File: src/rtl/rms_pkg.sv
`timescale 1ns/1ps
// Shared encodings for the range maintenance sequencer.
// Assumes: req_op and cmd_kind codes are fixed by the brief and decoded by neighbours.
package rms_pkg;
    typedef enum logic [1:0] {
        OP_INV   = 2'd0,
        OP_CLEAN = 2'd1,
        OP_CLINV = 2'd2,
        OP_ALT   = 2'd3
    } maint_op_e;

    typedef enum logic [2:0] {
        CK_LINE_INV   = 3'd0,
        CK_LINE_CLEAN = 3'd1,
        CK_LINE_CLINV = 3'd2,
        CK_WAY_CLEAN  = 3'd3,
        CK_WAY_CLINV  = 3'd4,
        CK_SYNC       = 3'd5
    } cmd_kind_e;

    typedef enum logic [3:0] {
        S_IDLE,
        S_ACQ,
        S_EDGE_LO,
        S_EDGE_HI,
        S_LINES,
        S_YIELD,
        S_REACQ,
        S_WAY,
        S_DRAIN,
        S_SYNC
    } seq_state_e;
endpackage

File: src/rtl/rms_range_plan.sv
`timescale 1ns/1ps
// Range planner: combinational decode of a latched request into edge lines,
// the interior walk window, the whole-cache decision and the command kinds.
// Assumes: end_addr >= start_addr, LINE_BYTES is a power of two >= 2.
module rms_range_plan #(
    parameter int ADDR_W      = 32,
    parameter int LINE_BYTES  = 32,
    parameter int CACHE_BYTES = 262144
) (
    input  logic [ADDR_W-1:0] start_addr,
    input  logic [ADDR_W-1:0] end_addr,
    input  logic [1:0]        op,
    output logic [ADDR_W-1:0] start_line,
    output logic [ADDR_W-1:0] end_line,
    output logic              edge_lo,
    output logic              edge_hi,
    output logic [ADDR_W-1:0] walk_first,
    output logic [ADDR_W-1:0] walk_limit,
    output logic              walk_any,
    output logic              whole_op,
    output logic [2:0]        line_kind,
    output logic [2:0]        way_kind
);
    import rms_pkg::*;

    localparam int                OFS_W      = $clog2(LINE_BYTES);
    localparam logic [ADDR_W-1:0] LINE_STEP  = ADDR_W'(LINE_BYTES);
    localparam logic [ADDR_W-1:0] LINE_MASK  = ~(LINE_STEP - 1'b1);
    localparam logic [ADDR_W:0]   CACHE_SPAN = (ADDR_W+1)'(CACHE_BYTES);

    maint_op_e         op_e;
    logic              is_inv;
    logic              is_clean;
    logic [ADDR_W:0]   span;

    // Decode the operation code.
    always_comb begin
        op_e     = maint_op_e'(op);
        is_inv   = (op_e == OP_INV);
        is_clean = (op_e == OP_CLEAN);
    end

    // Line-align both boundaries and flag partial lines of an invalidate.
    always_comb begin
        start_line = start_addr & LINE_MASK;
        end_line   = end_addr & LINE_MASK;
        edge_lo    = is_inv && (start_addr[OFS_W-1:0] != '0);
        edge_hi    = is_inv && (end_addr[OFS_W-1:0] != '0);
    end

    // Interior walk window: skips partial edges of an invalidate.
    always_comb begin
        walk_first = edge_lo ? (start_line + LINE_STEP) : start_line;
        walk_limit = edge_hi ? end_line : end_addr;
        walk_any   = (walk_first < walk_limit);
    end

    // Whole-cache fallback for write-back operations and command kinds.
    always_comb begin
        span      = {1'b0, end_addr} - {1'b0, start_addr};
        whole_op  = !is_inv && (span >= CACHE_SPAN);
        line_kind = is_inv ? CK_LINE_INV : (is_clean ? CK_LINE_CLEAN : CK_LINE_CLINV);
        way_kind  = is_clean ? CK_WAY_CLEAN : CK_WAY_CLINV;
    end
endmodule

File: src/rtl/rms_line_walker.sv
`timescale 1ns/1ps
// Line walker: holds the current line address and the walk limit,
// steps by one line per accepted line command and flags the last line.
// Assumes: load and advance are never high together.
module rms_line_walker #(
    parameter int ADDR_W     = 32,
    parameter int LINE_BYTES = 32
) (
    input  logic              clk,
    input  logic              rst_n,
    input  logic              load,
    input  logic              advance,
    input  logic [ADDR_W-1:0] first,
    input  logic [ADDR_W-1:0] limit,
    output logic [ADDR_W-1:0] cur,
    output logic              last
);
    localparam logic [ADDR_W:0] LINE_STEP_W = (ADDR_W+1)'(LINE_BYTES);

    logic [ADDR_W-1:0] limit_q;
    logic [ADDR_W:0]   next_wide;

    // Register the current line and the window end.
    always_ff @(posedge clk) begin
        if (!rst_n) begin
            cur     <= '0;
            limit_q <= '0;
        end else if (load) begin
            cur     <= first;
            limit_q <= limit;
        end else if (advance) begin
            cur     <= next_wide[ADDR_W-1:0];
        end
    end

    // The current line is the last one when the next would reach the limit.
    always_comb begin
        next_wide = {1'b0, cur} + LINE_STEP_W;
        last      = (next_wide >= {1'b0, limit_q});
    end
endmodule

File: src/rtl/rms_blk_pacer.sv
`timescale 1ns/1ps
// Block pacer: counts line commands within a block and flags the one
// that fills it, so the sequencer can yield before the next block.
// Assumes: clear and step are never high together.
module rms_blk_pacer #(
    parameter int LINES_PER_BLK = 128
) (
    input  logic clk,
    input  logic rst_n,
    input  logic clear,
    input  logic step,
    output logic blk_full
);
    localparam int             CNT_W    = $clog2(LINES_PER_BLK + 1);
    localparam logic [CNT_W-1:0] LAST_IDX = CNT_W'(LINES_PER_BLK - 1);

    logic [CNT_W-1:0] cnt;

    // Count lines in the block, wrapping when it fills.
    always_ff @(posedge clk) begin
        if (!rst_n || clear) begin
            cnt <= '0;
        end else if (step) begin
            cnt <= blk_full ? '0 : cnt + 1'b1;
        end
    end

    // The line now being issued closes the block.
    assign blk_full = (cnt == LAST_IDX);
endmodule

File: src/rtl/range_maint_seq.sv
`timescale 1ns/1ps
// Address-range cache maintenance sequencer (top).
// Accepts a range and an operation, then emits edge, interior or whole-cache
// commands, yields between blocks, drains and ends with a sync.
// Assumes: req_end >= req_start; the grant is held until yield_req is pulsed.
module range_maint_seq #(
    parameter int ADDR_W      = 32,
    parameter int LINE_BYTES  = 32,
    parameter int BLOCK_BYTES = 4096,
    parameter int CACHE_BYTES = 262144
) (
    input  logic              clk,
    input  logic              rst_n,
    input  logic              req_valid,
    output logic              req_ready,
    input  logic [ADDR_W-1:0] req_start,
    input  logic [ADDR_W-1:0] req_end,
    input  logic [1:0]        req_op,
    input  logic              grant,
    output logic              yield_req,
    output logic              cmd_valid,
    input  logic              cmd_ready,
    output logic [2:0]        cmd_kind,
    output logic [ADDR_W-1:0] cmd_addr,
    input  logic              line_busy,
    output logic              done
);
    import rms_pkg::*;

    localparam int LINES_PER_BLK = BLOCK_BYTES / LINE_BYTES;

    seq_state_e        state, state_nx;
    logic [ADDR_W-1:0] start_q, end_q;
    logic [1:0]        op_q;
    logic              done_q;

    logic [ADDR_W-1:0] start_line, end_line, walk_first, walk_limit, cur;
    logic              edge_lo, edge_hi, walk_any, whole_op, walk_last, blk_full;
    logic [2:0]        line_kind, way_kind;
    logic              walk_load, walk_step;

    rms_range_plan #(
        .ADDR_W(ADDR_W), .LINE_BYTES(LINE_BYTES), .CACHE_BYTES(CACHE_BYTES)
    ) u_plan (
        .start_addr(start_q), .end_addr(end_q), .op(op_q),
        .start_line(start_line), .end_line(end_line),
        .edge_lo(edge_lo), .edge_hi(edge_hi),
        .walk_first(walk_first), .walk_limit(walk_limit), .walk_any(walk_any),
        .whole_op(whole_op), .line_kind(line_kind), .way_kind(way_kind)
    );

    rms_line_walker #(
        .ADDR_W(ADDR_W), .LINE_BYTES(LINE_BYTES)
    ) u_walk (
        .clk(clk), .rst_n(rst_n), .load(walk_load), .advance(walk_step),
        .first(walk_first), .limit(walk_limit), .cur(cur), .last(walk_last)
    );

    rms_blk_pacer #(
        .LINES_PER_BLK(LINES_PER_BLK)
    ) u_pace (
        .clk(clk), .rst_n(rst_n), .clear(walk_load), .step(walk_step),
        .blk_full(blk_full)
    );

    // Walker and pacer controls.
    assign walk_load = (state == S_ACQ) && grant;
    assign walk_step = (state == S_LINES) && cmd_ready;

    // Next-state selection for the command sequence.
    always_comb begin
        state_nx = state;
        unique case (state)
            S_IDLE:    if (req_valid) state_nx = S_ACQ;
            S_ACQ:     if (grant) begin
                           if (whole_op)      state_nx = S_WAY;
                           else if (edge_lo)  state_nx = S_EDGE_LO;
                           else if (edge_hi)  state_nx = S_EDGE_HI;
                           else if (walk_any) state_nx = S_LINES;
                           else               state_nx = S_DRAIN;
                       end
            S_EDGE_LO: if (cmd_ready) begin
                           if (edge_hi)       state_nx = S_EDGE_HI;
                           else if (walk_any) state_nx = S_LINES;
                           else               state_nx = S_DRAIN;
                       end
            S_EDGE_HI: if (cmd_ready) state_nx = walk_any ? S_LINES : S_DRAIN;
            S_LINES:   if (cmd_ready) begin
                           if (walk_last)     state_nx = S_DRAIN;
                           else if (blk_full) state_nx = S_YIELD;
                       end
            S_YIELD:   state_nx = S_REACQ;
            S_REACQ:   if (grant) state_nx = S_LINES;
            S_WAY:     if (cmd_ready) state_nx = S_DRAIN;
            S_DRAIN:   if (!line_busy) state_nx = S_SYNC;
            S_SYNC:    if (cmd_ready) state_nx = S_IDLE;
            default:   state_nx = S_IDLE;
        endcase
    end

    // State, request capture and done pulse registers.
    always_ff @(posedge clk) begin
        if (!rst_n) begin
            state   <= S_IDLE;
            start_q <= '0;
            end_q   <= '0;
            op_q    <= '0;
            done_q  <= 1'b0;
        end else begin
            state  <= state_nx;
            done_q <= (state == S_SYNC) && cmd_ready;
            if (state == S_IDLE && req_valid) begin
                start_q <= req_start;
                end_q   <= req_end;
                op_q    <= req_op;
            end
        end
    end

    // Command port outputs decoded from the state.
    always_comb begin
        cmd_valid = 1'b1;
        cmd_kind  = CK_SYNC;
        cmd_addr  = '0;
        unique case (state)
            S_EDGE_LO: begin cmd_kind = CK_LINE_CLINV; cmd_addr = start_line; end
            S_EDGE_HI: begin cmd_kind = CK_LINE_CLINV; cmd_addr = end_line;   end
            S_LINES:   begin cmd_kind = line_kind;     cmd_addr = cur;        end
            S_WAY:     cmd_kind = way_kind;
            S_SYNC:    cmd_kind = CK_SYNC;
            default:   cmd_valid = 1'b0;
        endcase
    end

    assign req_ready = (state == S_IDLE);
    assign yield_req = (state == S_YIELD);
    assign done      = done_q;
endmodule

File: config.mk
export PLATFORM = sky130hd
export DESIGN_NAME = range_maint_seq
export DESIGN_NICKNAME = d
export VERILOG_FILES = /design/src/rtl/rms_pkg.sv /design/src/rtl/rms_range_plan.sv /design/src/rtl/rms_line_walker.sv /design/src/rtl/rms_blk_pacer.sv /design/src/rtl/range_maint_seq.sv
export SDC_FILE = /design/constraint.sdc
export NUM_CORES = 1
export LEC_CHECK = 0
export BUFFER_PORTS_ARGS = -buffer_cell sky130_fd_sc_hd__buf_2
export CAP_MARGIN = 10
export CORE_MARGIN = 5
export CORE_UTILIZATION = 25
export DETAILED_ROUTE_END_ITERATION = 10
export GPL_TIMING_DRIVEN = 0
export SKIP_CTS_REPAIR_TIMING = 1
export SYNTH_ARGS = -nofsm -noshare
export SYNTH_HDL_FRONTEND = slang
export SYNTH_SLANG_ARGS = --single-unit
File: constraint.sdc
create_clock -name clk -period 6.4 [get_ports clk]
set_input_delay 0.64 -clock clk [delete_from_list [all_inputs] [get_ports clk]]
set_output_delay 0.64 -clock clk [all_outputs]
set_load 0.1 [all_outputs]
==> results.cfg, run 1 <==
[detailed_routing]
drtIter0Drc = 989
drc = 0
wl_per_cell_um = 18.35
firstDrtPassIters = 6
num_vias = 10505
drt_wl_total_mm = 38.30
viasPerCell = 5.034
drtAntennaViolNets = 0

[cts]
htreeDepth = 4
clock_latency_ns = 0.44
cts_tree = yes
cts_root_buf = clkbuf_16
clkTransAtPathRegs_ns = 0.07
clkSinkCount = 138
cts_buffers = 17
cts_buffer_depth = 2

[pwr]
total_power_uw = 5262
clock_power_share_pct = 19.2
power_frac_comb_pct = 57.5
power.density_mw_per_mm2 = 441.6
vdd_drop_max_mv = 0.2168
sw_frac_of_total_pct = 50.00
seqPwrFrac_pct = 23.2
switchingPower_uw = 2631
p_leak_uw = 0.004558
p_int_uw = 2631

[die]
die_x_um = 211.4
rows = 73
die_area_mm2 = 0.04470
pin_count = 111
die_h_um = 211.4
core_area_mm2 = 0.03991
initial_utilization_pct = 25.41

[placement]
place_inst = 2055
routabilityCongestion = 0.9231
port_buffers = 105
dp_hpwl_mm = 31.51

[critical_path]
cp.arrival_ns = 5.76
path_max_fanout = 8
start_kind = flip-flop
worst_ep_required_time_ns = 6.79
path_class = flip-flop to flip-flop
crit_path_end_kind = flip-flop

[synth]
ys_async_sr_fraction_pct = 0
synth_seq_cells = 138
synth_area_mm2 = 0.01014
yosysWarnings = 0
syn-instance-count = 1421
yosysUniqueCellTypes = 68
syn_area_per_cell_um2 = 7.137
seq_area_frac_synth_pct = 27.24
synthFlopType = dfxtp_1
synth_edf_count = 0

[grt]
grt-ovfl-total = 0
met3_usage_pct = 3.112
grt_pass1_wl_mm = 58.39
grt_max_degree = 17
groute.usage.overall_pct = 16.83
antenna_found_initial = 0
first_global_vias = 10240
grt_util_met1_pct = 21.34
globalRouteMet2Util_pct = 29.05
grt_most_used_layer = met2

[finish]
layout-drive-gt1-share_pct = 10.12
fillCellCount = 4348
nNetsFinal = 1711
fin_cells = 2087
n_antenna_cell = 0
syn2layout_area_growth_pct = 17.51

[timing]
setup_viol = 0
fin_crit_ns = 5.378
max-slew-margin-rel_pct = 27.51
clock-skew-final_ns = 0.01437
finalHoldViolations = 0
fmax_ghz = 0.1859
finalCritPeriodShare_pct = 84.03
slew_violations = 0
rsz0062_at_grt = no
worstMarginPinSlew_ns = 1.077
setup_tns_ns = 0

[min_path]
holdCritPathClass = input port to flip-flop

[run]
cap_violations = 0

[run_status]
status = finished clean
-- synthesized netlist by cell type (4+ instances only) --
cell,count,area [µm²]
o211ai_1,11,82.58
buf_4,5,37.54
dfxtp_1,138,2763
o22ai_1,6,37.54
xor2_1,20,175.2
nor3_1,29,145.1
and4_1,8,70.07
nand3_1,40,200.2
o21bai_1,4,30.03
a21o_1,13,97.59
buf_2,4,20.02
nand2b_1,7,43.79
a21oi_1,152,760.7
o2111ai_1,5,43.79
clkbuf_1,70,262.8
o21ai_0,79,395.4
nor2b_1,8,50.05
a22oi_1,10,75.07
nand2_1,311,1167
a31oi_1,10,62.56
a211o_1,4,35.03
and3_1,8,50.05
xnor2_1,46,402.9
nor2_1,76,285.3
nor4_1,12,75.07
o31ai_1,5,37.54
or3_1,7,43.79
nand4_1,23,143.9
o21ai_1,6,30.03
a211oi_1,15,112.6
a221oi_1,8,70.07
inv_1,100,375.4
and2_1,6,37.54
ha_1,89,1114
o21a_1,5,37.54
buf_1,6,22.52
mux2i_1,30,300.3
-- critical path, stage by stage, from the launching register on --
cell and delay, ns:
dfxtp_1 0.47, ha_1 0.27, nand3_1 0.19, nor4_1 0.72
and4_1 0.30, clkbuf_1 0.25, and4_1 0.22, buf_2 0.17
nand3_1 0.17, xnor2_1 0.18, ha_1 0.29, nand4_1 0.10
nor2_1 0.17, o21ai_0 0.20, a2111oi_0 0.65, o311ai_1 0.39
o41ai_1 0.44, a31o_1 0.14
-- worst paths after layout --
check | start | cells after the start | slack, ns | end
max reg2reg | u_walk.cur[5] | 17 | 1.02 | state[3]
min | req_start[15] | 3 | 0.44 | start_q[15]
max | u_walk.cur[5] | 17 | 1.02 | state[3]
min reg2reg | u_walk.limit_q[1] | 2 | 0.45 | u_walk.limit_q[1]
-- layout make-up --
class / instances / area, µm² / share of cell area [%]
multi-input combinational: 1102 / 6676 / 56.02
sequential: 138 / 2763 / 23.18
tap: 525 / 656.9 / 5.512
timing repair buffer: 105 / 525.5 / 4.409
clock buffer: 19 / 432.9 / 3.633
inverter: 100 / 375.4 / 3.150
buffer: 85 / 342.8 / 2.877
clock inverter: 13 / 145.1 / 1.218
-- sequential cells by signal, summed over array words and instances (netlist names) --
name and count:
u_walk.limit_q 32, u_pace.cnt 8, state 4, start_q 32, end_q 32, done 1
op_q 2, u_walk.cur 27
-- per-layer routing --
metal | routed length, µm | share of wire, %
met4 | 1008 | 2.6
met2 | 18610 | 49
met5 | 0 | 0
met1 | 16570 | 43
met3 | 2109 | 5.5
-- layout by cell type, fill, tap and decap left out, drive strengths merged, types with 4 or more instances in the layout --
cell     instances
o22ai            6
dfxtp          138
nand3           40
a221oi           8
a211oi          16
and2             6
xor2            20
or4              4
buf            120
xnor2           46
or3              8
nor2            76
a21boi           4
a21o            13
o21ai           86
a21oi          152
a211o            4
clkbuf          89
nor3            29
inv            103
o2111ai          5
a22oi           10
clkinv           5
and4             8
conb             5
and3             8
a31oi           10
o31ai            5
nor4            13
o21a             5
nand2b           7
mux2i           30
nand2          311
o211ai          11
o21bai           4
ha              89
nor2b            8
nand4           23
-- power by group through the flow --
stage | clock (µW) | combinational, µW | sequential [µW]
2_1_floorplan | 0 | 2210 | 1140
3_3_place_gp | 0 | 2970 | 1230
3_5_place_dp | 0 | 2990 | 1230
4_1_cts | 1020 | 3000 | 1210
5_1_grt | 1050 | 3350 | 1240
6_report | 1010 | 3030 | 1220
-- logic make-up (layout without fill, tap and decap cells) --
| kind of cell | count (synthesis) | after routing | share of synthesized area (%) |
|---|---|---|---|
| AO/OA/AOI/OAI | 363 | 363 | 21.76 |
| XOR/XNOR | 66 | 66 | 5.700 |
| adder cells (fa/ha/maj) | 90 | 90 | 11.18 |
| buffers and inverters | 185 | 322 | 7.081 |
| flip-flops | 138 | 138 | 27.24 |
| multiplexers | 32 | 32 | 3.183 |
| other | 1 | 5 | 0.03697 |
| AND/OR/NAND/NOR | 546 | 546 | 23.82 |
-- per-stage QoR --
step / hold WS, ns / setup slack (ns) / utilization, % / cell area (µm²)
3_3_place_gp: 0.4392 / 1.192 / 28.41 / 11340
5_1_grt: 0.4314 / 0.6813 / 29.86 / 11920
2_1_floorplan: 0.4265 / 1.494 / - / 10160
3_5_place_dp: 0.4434 / 1.182 / 28.41 / 11340
6_report: 0.4364 / 1.022 / 29.86 / 11920
4_1_cts: 0.4235 / 1.144 / 29.86 / 11920
(Power assumes the default switching activity.)
==> run 2: changes to the inputs <==
==> constraint.sdc (replaced) <==
create_clock -name clk -period 4.8 [get_ports clk]
set_input_delay 0.48 -clock clk [delete_from_list [all_inputs] [get_ports clk]]
set_output_delay 0.48 -clock clk [all_outputs]
set_load 0.1 [all_outputs]
==> results.cfg, run 2 (same netlist as run 1, synthesis figures left out) <==
[pwr]
switchingPower_uw = 3570
vdd_drop_max_mv = 0.2676
clock_power_share_pct = 19.3
power_frac_comb_pct = 57.8
seqPwrFrac_pct = 22.9
power.density_mw_per_mm2 = 594.7
sw_frac_of_total_pct = 50.01
p_int_uw = 3568
p_leak_uw = 0.004605

[die]
initial_utilization_pct = 25.41
rows = 73
die_x_um = 211.4
core_area_mm2 = 0.03991
die_h_um = 211.4
die_area_mm2 = 0.04470
pin_count = 111

[cts]
cts_tree = yes
cts_buffers = 17
clkTransAtPathRegs_ns = 0.07
cts_buffer_depth = 2
cts_root_buf = clkbuf_16
clkSinkCount = 138
clock_latency_ns = 0.44
htreeDepth = 4

[finish]
syn2layout_area_growth_pct = 18.34
layout_common_cells = nand2_1 (311), a21oi_1 (152), dfxtp_1 (137)
top_regs = end_q: 32 flops, start_q: 32 flops, u_walk.limit_q: 32 flops
fillCellCount = 4387
stdcell_area_mm2 = 0.01200
layout-drive-gt1-share_pct = 10.68
nNetsFinal = 1712
n_antenna_cell = 0
final_common_cell = nand2_1
fin_util_pct = 30.07

[critical_path]
path_max_fanout = 10
start_kind = flip-flop
crit_cells = 14
crit_path_end_kind = flip-flop
slowest_delay_ns = 0.58
cpLargestDelayFamily = simple AND/OR/NAND/NOR gates
worstRegToRegCells = 14
path_class = flip-flop to flip-flop
cp.arrival_ns = 4.86
cp_slowest_cell = nor2_1
worstPathCellList = or2_2 > clkbuf_1 > nor2_1 > nand4_1 > or3_1 > xnor2_1 > ha_1 > nand3_1 > a2111oi_0 > o221ai_1 > a31oi_1 > nor2b_1 > a31oi_1 > nand3_1
worst_ep_required_time_ns = 5.11
cp_num_buf_inv = 1

[timing]
setup_viol = 0
finalHoldViolations = 0
max-slew-margin-rel_pct = 33.84
worstMarginPinSlew_ns = 0.9924
clock-skew-final_ns = 0.01286
fmax_ghz = 0.2200
slew_violations = 0
fin_crit_ns = 4.545
setup_tns_ns = 0
finalCritPeriodShare_pct = 94.70

[detailed_routing]
firstDrtPassIters = 5
drc = 0
num_vias = 10514
drt_wl_total_mm = 38.65
wl_per_cell_um = 18.51
viasPerCell = 5.035
drtAntennaViolNets = 0
drtIter0Drc = 871

[placement]
dp_hpwl_mm = 31.70
dpl_cell_area_mm2 = 0.01135
routabilityCongestion = 0.9239
port_buffers = 105

[min_path]
hold_depth = 3
holdCritPathClass = input port to flip-flop

[grt]
grt-ovfl-total = 0
first_global_vias = 10209
grt_max_degree = 17
antenna_found_initial = 0
groute.usage.overall_pct = 16.90
grt_pass1_wl_mm = 58.53

[run_status]
status = finished clean

[run]
cap_violations = 0
==> run 2: changes by cell type in the layout (fill, tap and decap cells not counted), moves of 2 or more <==
cell      previous run  this run
clkbuf_1            72        70
buf_4                5         7
inv_6                3         5
nor4_1              12        10
clkinv_2             2         0
==> run 2: worst paths after layout <==
path | end | start | slack [ns]
setup / recovery | state[2] | op_q[0] | 0.25
hold reg to reg | u_walk.limit_q[1] | u_walk.limit_q[1] | 0.45
hold / removal | end_q[20] | req_end[20] | 0.27
setup reg to reg | state[2] | op_q[0] | 0.25
==> run 2: power groups by stage <==
stage	combinational, µW	sequential (µW)	clock [µW]
6_report	4130	1630	1380
5_1_grt	4500	1660	1440
4_1_cts	4020	1620	1390
3_5_place_dp	4000	1650	0
3_3_place_gp	3970	1640	0
2_1_floorplan	2950	1520	0
==> run 2: routing by layer <==
| layer | vias to the layer above | global-route usage [%] | wire length [µm] | part of all wire (%) |
|---|---|---|---|---|
| li1 | 5203 | - | - | - |
| met1 | 4892 | 21.53 | 16890 | 44 |
| met2 | 357 | 29.31 | 18620 | 48 |
| met3 | 62 | 2.282 | 1979 | 5.1 |
| met4 | 0 | 5.908 | 1156 | 3.0 |
| met5 | - | 0 | 0 | 0 |
==> run 2: worst reg2reg max path, cell delays in order, from the launching register on <==
cell	delay, ns
dfxtp_1	0.39
or2_2	0.34
clkbuf_1	0.23
nor2_1	0.58
nand4_1	0.23
or3_1	0.37
xnor2_1	0.17
ha_1	0.31
nand3_1	0.08
a2111oi_0	0.58
o221ai_1	0.32
a31oi_1	0.46
nor2b_1	0.10
a31oi_1	0.16
nand3_1	0.09
==> run 2: cell type report <==
class                           count  area, µm²  area share [%]
Buffer                             84      339.1           2.825
Clock buffer                       19      442.9           3.690
Clock inverter                     13      155.1           1.293
Inverter                          100      375.4           3.127
Multi-Input combinational cell   1102       6729           56.06
Sequential cell                   138       2764           23.03
Tap cell                          525      656.9           5.473
Timing Repair Buffer              107      540.5           4.503
==> run 2: through the flow <==
step	worst slack [ns]	total power, µW	hold WS [ns]	instances
after global placement	-0.4270	5612	0.4383	2055
after CTS	-0.5572	7030	0.2614	2087
final	0.2545	7138	0.2745	2088
after global routing	-0.05259	7598	0.2727	2088
after floorplan	0.6825	4469	0.4265	1425
after detailed placement	-0.5098	5647	0.4444	2055
